## config.mk

```make
export PLATFORM = sky130hd
export DESIGN_NAME = nand_rule_keeper
export DESIGN_NICKNAME = d
export VERILOG_FILES = /design/src/rtl/nrk_pkg.sv /design/src/rtl/nrk_busy_timer.sv /design/src/rtl/nrk_page_store.sv /design/src/rtl/nrk_block_tracker.sv /design/src/rtl/nand_rule_keeper.sv
export SDC_FILE = /design/constraint.sdc
export NUM_CORES = 1
export LEC_CHECK = 0
export ABC_AREA = 1
export BUFFER_PORTS_ARGS = -buffer_cell sky130_fd_sc_hd__buf_4
export CAP_MARGIN = 20
export CORE_MARGIN = 1
export CORE_UTILIZATION = 24
export DETAILED_ROUTE_END_ITERATION = 8
export GPL_ROUTABILITY_DRIVEN = 0
export GPL_TIMING_DRIVEN = 0
export PLACE_DENSITY = 0.43
export SLEW_MARGIN = 25
export SYNTH_ARGS = -nofsm -noshare
export SYNTH_HDL_FRONTEND = slang
export SYNTH_SLANG_ARGS = --single-unit
```

## constraint.sdc

```tcl
create_clock -name clk -period 4.7 [get_ports clk]
set_clock_uncertainty 0.15 [all_clocks]
set_input_delay 0.47 -clock clk [delete_from_list [all_inputs] [get_ports clk]]
set_output_delay 0.47 -clock clk [all_outputs]
set_load 0.02 [all_outputs]
```

## src/rtl/nrk_pkg.sv

```systemverilog
package nrk_pkg;

    typedef enum logic [1:0] {
        OP_READ  = 2'd0,
        OP_PROG  = 2'd1,
        OP_ERASE = 2'd2,
        OP_RSVD  = 2'd3
    } op_e;

    typedef enum logic [1:0] {
        ST_OK     = 2'd0,
        ST_REPROG = 2'd1,
        ST_ORDER  = 2'd2,
        ST_RANGE  = 2'd3
    } status_e;

    // Decide the outcome of one command from its address checks and page state
    function automatic status_e judge(
        input op_e  op,
        input logic blk_ok,
        input logic pg_ok,
        input logic written,
        input logic below_ptr
    );
        status_e s;
        unique case (op)
            OP_READ:  s = (blk_ok && pg_ok) ? ST_OK : ST_RANGE;
            OP_ERASE: s = blk_ok ? ST_OK : ST_RANGE;
            OP_PROG: begin
                if (!(blk_ok && pg_ok)) s = ST_RANGE;
                else if (written)       s = ST_REPROG;
                else if (below_ptr)     s = ST_ORDER;
                else                    s = ST_OK;
            end
            default:  s = ST_RANGE;
        endcase
        return s;
    endfunction

endpackage

```

## src/rtl/nrk_busy_timer.sv

```systemverilog
module nrk_busy_timer #(
    parameter int BUSY_CYCLES = 3,
    parameter int CW = (BUSY_CYCLES > 0) ? $clog2(BUSY_CYCLES + 1) : 1
) (
    input  logic clk,
    input  logic rst,
    input  logic start,
    output logic ready
);
    logic [CW-1:0] cnt_q;

    always_ff @(posedge clk) begin
        if (rst)               cnt_q <= '0;
        else if (start)        cnt_q <= CW'(BUSY_CYCLES);
        else if (cnt_q != '0)  cnt_q <= cnt_q - CW'(1);
    end

    assign ready = (cnt_q == '0);

    generate
        if (BUSY_CYCLES > 0) begin : g_chk

            start_drops_ready_chk: assert property (@(posedge clk) disable iff (rst)
                start |=> !ready);

            no_start_while_busy_chk: assert property (@(posedge clk) disable iff (rst)
                !ready |-> !start);
        end
    endgenerate
endmodule

```

## src/rtl/nrk_page_store.sv

```systemverilog
module nrk_page_store #(
    parameter int NUM_BLOCKS = 4,
    parameter int PAGES = 8,
    parameter int DATA_W = 16,
    parameter int BI_W = (NUM_BLOCKS > 1) ? $clog2(NUM_BLOCKS) : 1,
    parameter int PI_W = (PAGES > 1) ? $clog2(PAGES) : 1
) (
    input  logic              clk,
    input  logic              wr_en,
    input  logic [BI_W-1:0]   blk,
    input  logic [PI_W-1:0]   page,
    input  logic [DATA_W-1:0] wr_data,
    output logic [DATA_W-1:0] rd_data
);
    logic [DATA_W-1:0] mem_q [NUM_BLOCKS][PAGES];

    always_ff @(posedge clk) begin
        if (wr_en) mem_q[blk][page] <= wr_data;
    end

    assign rd_data = mem_q[blk][page];
endmodule

```

## src/rtl/nrk_block_tracker.sv

```systemverilog
module nrk_block_tracker #(
    parameter int NUM_BLOCKS = 4,
    parameter int PAGES = 8,
    parameter int CNT_W = 3,
    parameter int BI_W = (NUM_BLOCKS > 1) ? $clog2(NUM_BLOCKS) : 1,
    parameter int PI_W = (PAGES > 1) ? $clog2(PAGES) : 1
) (
    input  logic             clk,
    input  logic             rst,
    input  logic             erase_en,
    input  logic             prog_en,
    input  logic [BI_W-1:0]  blk,
    input  logic [PI_W-1:0]  page,
    output logic             q_written,
    output logic [PI_W:0]    q_next,
    input  logic [BI_W-1:0]  stat_blk,
    output logic [CNT_W-1:0] stat_cnt
);
    localparam logic [CNT_W-1:0] CNT_MAX = '1;

    logic [PAGES-1:0] written_q [NUM_BLOCKS];
    logic [PI_W:0]    next_q    [NUM_BLOCKS];
    logic [CNT_W-1:0] cnt_q     [NUM_BLOCKS];

    generate
        for (genvar b = 0; b < NUM_BLOCKS; b++) begin : g_blk
            always_ff @(posedge clk) begin
                if (rst) begin
                    written_q[b] <= '0;
                    next_q[b]    <= '0;
                    cnt_q[b]     <= '0;
                end else if (erase_en && blk == BI_W'(b)) begin
                    written_q[b] <= '0;
                    next_q[b]    <= '0;
                    if (cnt_q[b] != CNT_MAX) cnt_q[b] <= cnt_q[b] + CNT_W'(1);
                end else if (prog_en && blk == BI_W'(b)) begin
                    written_q[b][page] <= 1'b1;
                    next_q[b]          <= {1'b0, page} + (PI_W+1)'(1);
                end
            end


            cnt_hold_max_chk: assert property (@(posedge clk) disable iff (rst)
                (cnt_q[b] == CNT_MAX) |=> (cnt_q[b] == CNT_MAX));
        end
    endgenerate

    assign q_written = written_q[blk][page];
    assign q_next    = next_q[blk];
    assign stat_cnt  = cnt_q[stat_blk];


    erase_resets_ptr_chk: assert property (@(posedge clk) disable iff (rst)
        erase_en |=> (next_q[$past(blk)] == '0));

    prog_only_legal_chk: assert property (@(posedge clk) disable iff (rst)
        prog_en |-> (!written_q[blk][page] && ({1'b0, page} >= next_q[blk])));
endmodule

```

## src/rtl/nand_rule_keeper.sv

```systemverilog
module nand_rule_keeper
    import nrk_pkg::*;
#(
    parameter int NUM_BLOCKS = 4,
    parameter int PAGES = 8,
    parameter int DATA_W = 16,
    parameter int BUSY_CYCLES = 3,
    parameter int ERASE_CNT_W = 3,
    parameter int BLK_W = $clog2(NUM_BLOCKS) + 1,
    parameter int PAGE_W = $clog2(PAGES) + 1
) (
    input  logic                   clk,
    input  logic                   rst,
    input  logic                   cmd_valid,
    output logic                   cmd_ready,
    input  logic [1:0]             cmd_op,
    input  logic [BLK_W-1:0]       cmd_block,
    input  logic [PAGE_W-1:0]      cmd_page,
    input  logic [DATA_W-1:0]      cmd_data,
    output logic                   rsp_valid,
    output logic [1:0]             rsp_status,
    output logic [DATA_W-1:0]      rsp_data,
    input  logic [BLK_W-1:0]       stat_block,
    output logic [ERASE_CNT_W-1:0] stat_erase_count
);
    localparam int BI_W = (NUM_BLOCKS > 1) ? $clog2(NUM_BLOCKS) : 1;
    localparam int PI_W = (PAGES > 1) ? $clog2(PAGES) : 1;

    op_e               op;
    status_e           verdict;
    logic              accept, blk_ok, pg_ok, below;
    logic              prog_en, erase_en;
    logic [BI_W-1:0]   blk_idx;
    logic [PI_W-1:0]   pg_idx;
    logic              q_written;
    logic [PI_W:0]     q_next;
    logic [DATA_W-1:0] store_rd;
    logic [ERASE_CNT_W-1:0] stat_raw;

    assign op      = op_e'(cmd_op);
    assign accept  = cmd_valid && cmd_ready;
    assign blk_ok  = cmd_block < BLK_W'(NUM_BLOCKS);
    assign pg_ok   = cmd_page < PAGE_W'(PAGES);
    assign blk_idx = cmd_block[BI_W-1:0];
    assign pg_idx  = cmd_page[PI_W-1:0];
    assign below   = {1'b0, pg_idx} < q_next;
    assign verdict = judge(op, blk_ok, pg_ok, q_written, below);

    assign prog_en  = accept && (op == OP_PROG)  && (verdict == ST_OK);
    assign erase_en = accept && (op == OP_ERASE) && (verdict == ST_OK);

    nrk_block_tracker #(
        .NUM_BLOCKS(NUM_BLOCKS), .PAGES(PAGES), .CNT_W(ERASE_CNT_W),
        .BI_W(BI_W), .PI_W(PI_W)
    ) i_tracker (
        .clk(clk), .rst(rst),
        .erase_en(erase_en), .prog_en(prog_en),
        .blk(blk_idx), .page(pg_idx),
        .q_written(q_written), .q_next(q_next),
        .stat_blk(stat_block[BI_W-1:0]), .stat_cnt(stat_raw)
    );

    nrk_page_store #(
        .NUM_BLOCKS(NUM_BLOCKS), .PAGES(PAGES), .DATA_W(DATA_W),
        .BI_W(BI_W), .PI_W(PI_W)
    ) i_store (
        .clk(clk), .wr_en(prog_en),
        .blk(blk_idx), .page(pg_idx),
        .wr_data(cmd_data), .rd_data(store_rd)
    );

    nrk_busy_timer #(.BUSY_CYCLES(BUSY_CYCLES)) i_timer (
        .clk(clk), .rst(rst),
        .start(prog_en || erase_en),
        .ready(cmd_ready)
    );

    assign stat_erase_count = (stat_block < BLK_W'(NUM_BLOCKS)) ? stat_raw : '0;

    always_ff @(posedge clk) begin
        if (rst) begin
            rsp_valid  <= 1'b0;
            rsp_status <= ST_OK;
            rsp_data   <= '1;
        end else begin
            rsp_valid <= accept;
            if (accept) begin
                rsp_status <= verdict;
                rsp_data   <= (op == OP_READ && verdict == ST_OK && q_written) ? store_rd : '1;
            end
        end
    end


    rsp_after_accept_chk: assert property (@(posedge clk) disable iff (rst)
        accept |=> rsp_valid);

    no_rsp_without_accept_chk: assert property (@(posedge clk) disable iff (rst)
        !accept |=> !rsp_valid);

    reject_keeps_ready_chk: assert property (@(posedge clk) disable iff (rst)
        (rsp_valid && rsp_status != ST_OK) |-> cmd_ready);

    range_data_ones_chk: assert property (@(posedge clk) disable iff (rst)
        (rsp_valid && rsp_status == ST_RANGE) |-> (rsp_data == '1));
endmodule

```

==> flow_metrics.py, run 1 <==
metrics = {
    "synth": {
        "async_flop_share": 0,
        "synth_commonest_cells": "edfxtp_1, nand2_1, a22oi_1, nand3_1, a21oi_1",
        "syn_area_per_cell_um2": 13.8,
        "yosysUniqueCellTypes": 36,
        "ys_seq_area_frac": 0.753,
        "synth_top_cell_by_area": "edfxtp_1",
        "synth_most_common_cell": "edfxtp_1",
        "synth_area_um2": 23400,
        "synth_top_area_frac": 0.735,
        "synth_fp_nets": 1733,
        "syn_inst": 1690,
        "synth-seq-cells": 593,
        "synth-edff-count": 572,
        "yosys_warnings": 0,
        "synth_area_leaders": "edfxtp_1, a22oi_1, nand2_1",
        "synth_flop_cell": "edfxtp_1",
    },
    "clocking": {
        "cts-root-buf": "clkbuf_16",
        "postCtsHoldBufs": 0,
        "cts_tree": "yes",
        "cts_htree_levels": 3,
        "clk_latency_ns": 0.62,
        "path_clk_slew_ns": 0.06,
        "clk_path_buf_depth": 3,
        "numCtsBuffers": 69,
        "clock-sinks": 593,
    },
    "worst_setup_path": {
        "start_kind": "primary input",
        "crit_type": "in2reg",
        "reg2reg_setup_slack_ns": 1.28,
        "arrival_ns": 4.65,
        "reg2regPathDepth": 14,
        "worstSetupEndpointType": "register",
        "worstSetupEndpoint": "i_store.mem_q[2][1]",
        "cp_max_fo": 19,
        "reg2reg_from": "i_tracker.next_q[0][1]",
        "cp-startpoint": "cmd_block[0]",
        "required_ns": 4.86,
        "r2r_end": "i_store.mem_q[2][1]",
    },
    "sta": {
        "worst_slew_pin_slew_ns": 1.20,
        "fin_crit_sh": 0.957,
        "max_freq_mhz": 222,
        "fin_ws_ns": 0.204,
        "rsz0062_at_grt": "false",
        "final-max-slew-violation-count": 0,
        "relSlewSlack": 0.194,
        "hold_violations": 0,
        "setup_viol": 0,
        "fin_crit_ns": 4.50,
    },
    "route": {
        "routedWlPerCell_um": 24.7,
        "wl_met3_um": 5070,
        "routed.top_layer": "met5",
        "routed_via_density": 4.77,
        "wl_met1_um": 34300,
        "vias": 15100,
        "ant_nets": 0,
        "dr_wl_met2_um": 35900,
        "drt_iter0_drc": 1496,
        "drcViolationCount": 0,
        "wl_um": 78000,
        "firstDrtPassIters": 7,
    },
    "floorplanning": {
        "coreArea_um2": 96600,
        "io_pins": 54,
        "die_w_um": 314,
        "row_count": 114,
        "initial_core_util": 0.242,
        "die_area_um2": 98600,
        "die_h_um": 314,
    },
    "power_and_ir_drop": {
        "p_per_area_nw_per_um2": 428,
        "ir_worst_vdd_mv": 0.229,
        "leakagePower_nw": 9.39,
    },
    "global_route": {
        "grt_pass1_wl_um": 110000,
        "grt_max_degree": 33,
        "grt_pass1_vias": 15200,
        "overflow": 0,
        "antenna_found_initial": 2,
        "track_usage": 0.158,
    },
    "final_layout": {
        "area_growth_syn_to_layout_pct": 18.8,
        "fin_area_um2": 27800,
        "final_nets": 1877,
        "fillers": 9798,
        "multiInputGateArea_um2": 5120,
        "regArea_um2": 17600,
        "drive_gt1_frac": 0.142,
        "num_antenna_cells": 0,
    },
    "place": {
        "placed_area_um2": 25600,
        "dp_worst_setup_slack_ns": -1.25,
        "dp_hpwl_um": 50300,
        "port_buffers": 53,
    },
    "status": {
        "status": "finished, final reports clean",
    },
    "flow_run": {
        "cap_violations": 0,
    },
    "worst_hold_path": {
        "hold_class": "in2reg",
    },
}
layout by cell type (no fill, tap or decap), types with 6 or more instances in the layout:
cell type,instances
inv_2,29
ha_1,12
buf_4,75
buf_6,9
clkbuf_1,75
nand4_1,18
nor3_1,9
nor3_2,15
nand2_1,291
nor2_1,77
a21oi_1,85
nand3_1,90
edfxtp_1,572
clkbuf_16,69
buf_2,16
clkinv_1,17
buf_1,12
inv_1,43
clkinv_2,13
a22oi_1,256
o21ai_1,6
o21ai_0,17
dfxtp_1,21
or2_2,9
power by group:
part | total [mW] | internal, mW | switching, mW
Combinational | 0.906 | 0.263 | 0.643
Clock | 5.08 | 2.90 | 2.18
Sequential | 5.90 | 5.86 | 0.0358
Total | 11.9 | 9.02 | 2.86
kinds of logic after synthesis:
logic type,count (synthesis),share of synthesized area
simple gates,533,0.101
flops,593,0.753
xor+xnor,2,0.000750
buf+inv,178,0.0315
compound gates,372,0.108
fa+ha+maj,12,0.00642
layer usage:
layer | vias to the layer above | global-route usage
met4 | 2 | 0.0578
met2 | 580 | 0.251
met5 | - | 0
met1 | 7677 | 0.214
li1 | 6690 | -
met3 | 138 | 0.0279
registers in the layout, indices dropped and copies added, names as in the netlist:
name                 flops
i_store.mem_q          512
i_timer.cnt_q            2
i_tracker.written_q     32
rsp_status               2
i_tracker.next_q        16
rsp_valid                1
rsp_data                16
i_tracker.cnt_q         12
worst max-delay path, cell delays in order:
cell	delay, ns
buf_4	0.13
buf_2	0.25
nand2_1	0.16
inv_2	0.27
buf_2	0.58
clkbuf_2	0.42
a221oi_1	0.13
ha_1	0.31
inv_1	0.04
nor2_1	0.09
nand2_1	0.08
nand4_1	0.08
nand3_1	0.08
nor2_2	0.21
buf_4	0.25
inv_2	0.14
nor3_2	0.45
buf_4	0.30
buf_4	0.22
worst min-delay path by stage:
stage	from	end	slack, ns	depth (start not counted)
2_1_floorplan	i_timer.cnt_q[1]	i_timer.cnt_q[1]	0.36	2
3_3_place_gp	rsp_data[3]	rsp_data[3]	0.31	2
3_5_place_dp	rsp_data[10]	rsp_data[10]	0.32	2
4_1_cts	cmd_data[3]	i_store.mem_q[2][99]	0.11	1
5_1_grt	cmd_data[3]	i_store.mem_q[2][67]	0.12	1
6_report	cmd_data[3]	i_store.mem_q[2][99]	0.13	1
per-stage QoR:
step | utilization | power [mW] | hold WS [ns] | setup TNS (ns) | std cells
global route | 0.287 | 12.3 | 0.119 | 0 | 3164
floorplan | - | 6.48 | 0.357 | 0 | 1690
detailed placement | 0.265 | 6.92 | 0.316 | -508.64 | 3042
CTS | 0.287 | 12.0 | 0.112 | 0 | 3165
finish | 0.287 | 11.9 | 0.131 | 0 | 3164
global placement | 0.263 | 6.90 | 0.307 | -1056.39 | 3019
layout make-up:
cell class | count | share of cell area
Sequential cell | 593 | 0.634
Multi-Input combinational cell | 919 | 0.185
Clock buffer | 85 | 0.0644
Tap cell | 1276 | 0.0575
Timing Repair Buffer | 76 | 0.0211
Buffer | 97 | 0.0157
Clock inverter | 40 | 0.0120
Inverter | 78 | 0.0110
repair_timing:
item / in CTS / in global routing
buffers inserted: 0 / 0
gates resized for setup: 4 / 2
endpoints found under the setup margin: 506 / 163
No activity file was read; power rests on OpenSTA's default activity.
==> inputs of run 2 (changes only) <==
--- a/config.mk
+++ b/config.mk
@@ -5,7 +5,6 @@
 export SDC_FILE = /design/constraint.sdc
 export NUM_CORES = 1
 export LEC_CHECK = 0
-export ABC_AREA = 1
 export BUFFER_PORTS_ARGS = -buffer_cell sky130_fd_sc_hd__buf_4
 export CAP_MARGIN = 20
 export CORE_MARGIN = 1
==> flow_metrics.py, run 2 <==
metrics = {
    "status": {
        "status": "finished, final reports clean",
    },
    "worst_setup_path": {
        "reg2reg_from": "i_timer.cnt_q[0]",
        "crit_path_top_delay_cell": "nor4_4",
        "required_ns": 4.87,
        "r2r_end": "i_store.mem_q[3][87]",
        "arrival_ns": 4.58,
        "max_stage_delay_ns": 0.48,
        "path_common_cell": "buf_2",
        "path_buf_inv": 12,
        "cp-startpoint": "cmd_block[1]",
        "cp_max_fo": 10,
        "cp_top_family": "buffers and inverters",
        "worstSetupEndpointType": "register",
        "reg2regPathDepth": 9,
        "worstSetupEndpoint": "i_store.mem_q[0][2]",
        "path_cells": "buf_6, buf_6, buf_6, buf_4, buf_4, mux4_2, inv_1, ha_1, nand3_1, a21o_1, clkbuf_1, clkbuf_2, nor4_4, buf_2, buf_2, buf_2, buf_2",
        "reg2reg_setup_slack_ns": 0.85,
        "crit_type": "in2reg",
        "critical_path_depth": 17,
        "start_kind": "primary input",
    },
    "synth": {
        "async_flop_share": 0,
        "yosysUniqueCellTypes": 61,
        "synth_flop_cell": "edfxtp_1",
        "syn_inst": 1283,
        "synth-edff-count": 572,
        "yosys_warnings": 0,
        "ys_seq_area_frac": 0.739,
        "synth_fp_nets": 1326,
        "synth-seq-cells": 593,
        "synth_area_leaders": "edfxtp_1, mux4_2, mux2i_1",
        "syn_area_per_cell_um2": 18.6,
        "synth_top_area_frac": 0.721,
        "synth_area_um2": 23800,
        "synth_top_cell_by_area": "edfxtp_1",
        "synth_most_common_cell": "edfxtp_1",
        "synth_commonest_cells": "edfxtp_1, mux4_2, mux2i_1, nor2_1, nor3_1",
    },
    "global_route": {
        "overflow": 0,
        "grt_pass1_wl_um": 108000,
        "antenna_found_initial": 2,
        "grt_max_degree": 33,
        "grt_pass1_vias": 13700,
        "track_usage": 0.156,
    },
    "route": {
        "wl_met3_um": 4590,
        "vias": 13700,
        "dr_wl_met2_um": 36400,
        "ant_nets": 0,
        "firstDrtPassIters": 5,
        "drt_iter0_drc": 1519,
        "wl_um": 77900,
        "drcViolationCount": 0,
        "wl_met1_um": 34900,
        "routed_via_density": 4.82,
        "routed.top_layer": "met4",
        "routedWlPerCell_um": 27.4,
    },
    "sta": {
        "setup_viol": 0,
        "fin_crit_sh": 0.937,
        "max_freq_mhz": 227,
        "rsz0062_at_grt": "false",
        "final-max-slew-violation-count": 0,
        "hold_violations": 0,
        "fin_crit_ns": 4.40,
        "relSlewSlack": 0.272,
        "setup-tns-final_ns": 0,
        "fin_ws_ns": 0.296,
        "worst_slew_pin_slew_ns": 1.09,
    },
    "power_and_ir_drop": {
        "power_mw": 11.7,
        "leakagePower_nw": 9.43,
        "ir_worst_vdd_mv": 0.261,
        "p_per_area_nw_per_um2": 406,
    },
    "clocking": {
        "cts_tree": "yes",
        "clk_path_buf_depth": 3,
        "path_clk_slew_ns": 0.06,
        "postCtsSetupBuffers": 0,
        "clock-sinks": 593,
        "clk_latency_ns": 0.61,
        "cts-root-buf": "clkbuf_16",
        "cts_htree_levels": 3,
        "numCtsBuffers": 66,
    },
    "floorplanning": {
        "die_area_um2": 100000,
        "die_w_um": 317,
        "io_pins": 54,
        "row_count": 115,
        "coreArea_um2": 98300,
        "die_h_um": 317,
        "initial_core_util": 0.242,
    },
    "final_layout": {
        "reg_top3": "i_store.mem_q (512), i_tracker.written_q (32)",
        "final_nets": 1553,
        "postLayoutCoreUtil": 0.294,
        "largest_register_ff_count": 512,
        "final_cell_mix": "edfxtp_1, buf_4, buf_2, mux4_2, mux2i_1",
        "area_growth_syn_to_layout_pct": 21.2,
        "final_common_cell": "edfxtp_1",
        "max_flop_register": "i_store.mem_q",
        "drive_gt1_frac": 0.300,
    },
    "flow_run": {
        "cap_violations": 0,
    },
    "worst_hold_path": {
        "hold_class": "in2reg",
    },
    "place": {
        "dp_hpwl_um": 54700,
        "port_buffers": 50,
        "dp_worst_setup_slack_ns": -0.927,
    },
}
## run 2: changes by cell type in the layout (fill, tap and decap cells not counted), sizes merged, moves of 74 or more
cell,change
nand2,-256
a22oi,-229
buf,+106
mux4,+101
nand3,-86
mux2i,+80
a21oi,-74
## run 2: repair_timing
item                                    CTS  global route
hold buffers                              0             0
pin swaps                                 0             0
hold endpoints to repair                  0             0
resized for setup                         5             4
endpoints found under the setup margin   31            68
## run 2: worst min-delay path by stage
| stage | startpoint | end | slack (ns) | depth (start not counted) |
|---|---|---|---|---|
| 2_1_floorplan | i_tracker.cnt_q[1][0] | i_tracker.cnt_q[1][0] | 0.40 | 1 |
| 3_3_place_gp | rsp_status[1] | rsp_status[1] | 0.30 | 2 |
| 3_5_place_dp | rsp_status[1] | rsp_status[1] | 0.32 | 2 |
| 4_1_cts | cmd_op[1] | i_timer.cnt_q[0] | 0.07 | 3 |
| 5_1_grt | cmd_op[1] | i_timer.cnt_q[0] | 0.11 | 3 |
| 6_report | cmd_op[1] | i_timer.cnt_q[1] | 0.1 | 3 |
## run 2: worst reg2reg max path, stage by stage (launching register included)
cell,delay (ns)
dfxtp_1,0.32
inv_1,0.05
ha_1,0.27
nand2_1,0.23
nor2_1,0.40
nand3_1,0.35
clkbuf_1,0.49
nor4_2,0.78
buf_4,0.32
buf_2,0.22
## run 2: through the flow
step	area (um2)	cells	hold slack, ns
final	28900	2847	0.0994
after global routing	28900	2846	0.112
after global placement	25800	2620	0.304
after CTS	28900	2847	0.0717
after detailed placement	26800	2730	0.320
after floorplan	23800	1283	0.401
## run 2: power breakdown
part / internal [mW] / switching (mW) / leakage, nW
Sequential: 5.83 / 0.0169 / 5.39
Combinational: 0.259 / 0.566 / 3.03
Clock: 2.90 / 2.14 / 1.01
Total: 8.98 / 2.73 / 9.43
## run 2: cell families after synthesis
| group | count (synthesis) | synth area share |
|---|---|---|
| adders and majority gates | 12 | 0.00631 |
| DFF | 593 | 0.739 |
| and+or+nand+nor | 224 | 0.0500 |
| xor gates and xnor gates | 2 | 0.000736 |
| buffers and inverters | 101 | 0.0212 |
| AOI/OAI and AO/OA | 162 | 0.0498 |
| muxes | 189 | 0.133 |
## run 2: final cells by class
type | instances | area, um2
Inverter | 10 | 37.5
Antenna cell | 1 | 2.50
Sequential cell | 593 | 17600
Clock inverter | 30 | 262
Multi-Input combinational cell | 589 | 6000
Buffer | 90 | 469
Fill cell | 9718 | 69400
Timing Repair Buffer | 160 | 1070
Clock buffer | 87 | 1810
Tap cell | 1287 | 1610
## run 2: layer usage
metal  global-route usage  up-vias
li1                     -     5787
met5                    0        -
met3               0.0241      105
met2                0.250      501
met4               0.0422        0
met1                0.219     7317
==> inputs of run 3 (changes only) <==
--- a/config.mk
+++ b/config.mk
@@ -8,11 +8,11 @@
 export BUFFER_PORTS_ARGS = -buffer_cell sky130_fd_sc_hd__buf_4
 export CAP_MARGIN = 20
 export CORE_MARGIN = 1
-export CORE_UTILIZATION = 24
+export CORE_UTILIZATION = 60
 export DETAILED_ROUTE_END_ITERATION = 8
 export GPL_ROUTABILITY_DRIVEN = 0
 export GPL_TIMING_DRIVEN = 0
-export PLACE_DENSITY = 0.43
+export PLACE_DENSITY = 0.82
 export SLEW_MARGIN = 25
 export SYNTH_ARGS = -nofsm -noshare
 export SYNTH_HDL_FRONTEND = slang
==> flow_metrics.py, run 3 (same netlist as run 2, synthesis figures left out) <==
metrics = {
    "final_layout": {
        "drive_gt1_frac": 0.287,
        "final_cell_mix": "edfxtp_1, buf_4, mux4_2",
        "largest_register_ff_count": 512,
        "fillers": 2270,
        "final_common_cell": "edfxtp_1",
        "reg_top3": "i_store.mem_q (512), i_tracker.written_q (32)",
        "max_flop_register": "i_store.mem_q",
        "area_growth_syn_to_layout_pct": 16.0,
        "final_nets": 1525,
        "fin_area_um2": 27600,
    },
    "sta": {
        "worst_slew_pin_slew_ns": 1.11,
        "rsz0062_at_grt": "true",
        "hold_violations": 0,
        "fin_ws_ns": -0.0125,
        "relSlewSlack": 0.260,
        "setup-tns-final_ns": -0.0248,
        "fin_crit_ns": 4.71,
        "fin_crit_sh": 1.00,
        "setup_viol": 3,
        "final-max-slew-violation-count": 0,
        "max_freq_mhz": 212,
    },
    "floorplanning": {
        "coreArea_um2": 38900,
        "die_h_um": 201,
        "die_w_um": 201,
        "row_count": 72,
        "die_area_um2": 40500,
        "initial_core_util": 0.612,
        "io_pins": 54,
    },
    "status": {
        "status": "finished with violations",
        "violations": "negative setup slack",
    },
    "power_and_ir_drop": {
        "ir_worst_vdd_mv": 0.434,
        "switchingPower_mw": 2.55,
        "intPower_mw": 8.84,
        "p_sw_frac": 0.224,
        "seq_power_share": 0.513,
        "pwr-share-comb": 0.070,
        "p_per_area_nw_per_um2": 412,
        "leakagePower_nw": 9.24,
        "clkPwrFrac": 0.417,
        "power_mw": 11.4,
    },
    "route": {
        "ant_nets": 0,
        "routed_via_density": 7.11,
        "wl_met1_um": 22500,
        "routed.top_layer": "met4",
        "drt_iter0_drc": 2375,
        "firstDrtPassIters": 8,
        "wl_um": 67700,
        "wl_met3_um": 9460,
        "routedWlPerCell_um": 33.1,
        "drcViolationCount": 0,
        "dr_wl_met2_um": 30400,
        "vias": 14500,
    },
    "place": {
        "port_buffers": 50,
        "dp_hpwl_um": 44500,
        "placed_area_um2": 25700,
    },
    "worst_setup_path": {
        "worstSetupEndpointType": "register",
        "crit_type": "in2reg",
        "required_ns": 4.87,
        "path_common_cell": "buf_2",
        "cp-startpoint": "cmd_block[0]",
        "crit_path_top_delay_cell": "nor4_2",
        "arrival_ns": 4.88,
        "cp_top_family": "buffers and inverters",
        "path_cells": "buf_6, buf_2, buf_2, buf_2, mux4_2, inv_1, ha_1, nand3_1, a21o_1, clkbuf_1, clkbuf_1, nor4_2, buf_2, buf_2",
        "path_buf_inv": 9,
        "max_stage_delay_ns": 0.90,
        "reg2reg_from": "i_timer.cnt_q[0]",
        "start_kind": "primary input",
        "cp_max_fo": 10,
    },
    "clocking": {
        "numCtsBuffers": 56,
        "cts_tree": "yes",
        "path_clk_slew_ns": 0.06,
        "postCtsHoldBufs": 0,
        "cts_htree_levels": 2,
        "cts-resized-gates": 0,
        "postCtsSetupBuffers": 0,
        "cts-root-buf": "clkbuf_16",
        "clk_path_buf_depth": 3,
        "clk_latency_ns": 0.63,
        "clock-sinks": 593,
    },
    "worst_hold_path": {
        "hold_class": "in2reg",
        "min_from": "cmd_data[2]",
    },
    "global_route": {
        "track_usage": 0.342,
        "overflow": 0,
        "grt_pass1_wl_um": 97300,
        "grt_pass1_vias": 14400,
        "grt_max_degree": 33,
        "antenna_found_initial": 0,
    },
    "flow_run": {
        "cap_violations": 0,
    },
}
run 3: cell count changes in the layout (fill, tap and decap cells not counted), moves of 2 or more:
cell and delta:
clkinv_1 -4, a2111oi_2 -2, clkinv_2 +2, bufinv_16 +6, clkbuf_16 -12, buf_2 -16
a2111oi_0 +2, clkbuf_2 -3, clkbuf_1 -2, inv_6 -3
run 3: cell type report:
cell class | count | area, um2 | area share
flip-flops and latches | 593 | 17600 | 0.637
plain buffers | 91 | 468 | 0.0169
clock buffers | 71 | 1500 | 0.0542
diodes | 1 | 2.50 | 0.0000906
multi-input cells | 589 | 6000 | 0.217
well taps | 518 | 648 | 0.0235
inverters | 10 | 37.5 | 0.00136
repair buffers | 141 | 960 | 0.0347
clock inverters | 32 | 418 | 0.0151
run 3: final timing paths:
path	endpoint	slack [ns]	cells after the start
setup / recovery	i_store.mem_q[1][104]	-0.01	14
hold / removal	i_store.mem_q[0][98]	0.09	1
setup reg to reg	i_store.mem_q[3][95]	0.66	9
hold reg to reg	rsp_status[0]	0.34	1
run 3: metal layers:
metal / vias up / track usage
met2: 1295 / 0.520
met4: 0 / 0.212
met3: 334 / 0.100
met1: 7215 / 0.438
met5: - / 0
li1: 5705 / -
run 3: worst reg2reg max path, stage by stage, from the launching register on:
cell      delay (ns)
dfxtp_1         0.33
inv_1           0.06
ha_1            0.29
nand2_1         0.20
nor2_1          0.44
nand3_1         0.39
clkbuf_1        0.47
nor4_2          0.84
buf_2           0.36
buf_2           0.24
run 3: per-stage QoR:
step                utilization  setup slack (ns)  std cells  hold WS, ns
detailed placement        0.659            -0.501       1942        0.307
CTS                       0.708             0.108       2045       0.0752
global route              0.710            -0.112       2045       0.0749
global placement          0.639             -3.19       1851        0.300
floorplan                     -            -0.100       1283        0.401
finish                    0.710           -0.0125       2046       0.0909
run 3: power by group through the flow:
stage / sequential, mW / combinational (mW) / clock (mW)
after detailed placement: 5.96 / 0.753 / 0
after global routing: 5.84 / 0.820 / 4.95
final: 5.84 / 0.797 / 4.74
after CTS: 5.84 / 0.763 / 4.74
after floorplan: 5.96 / 0.428 / 0
after global placement: 5.95 / 0.709 / 0
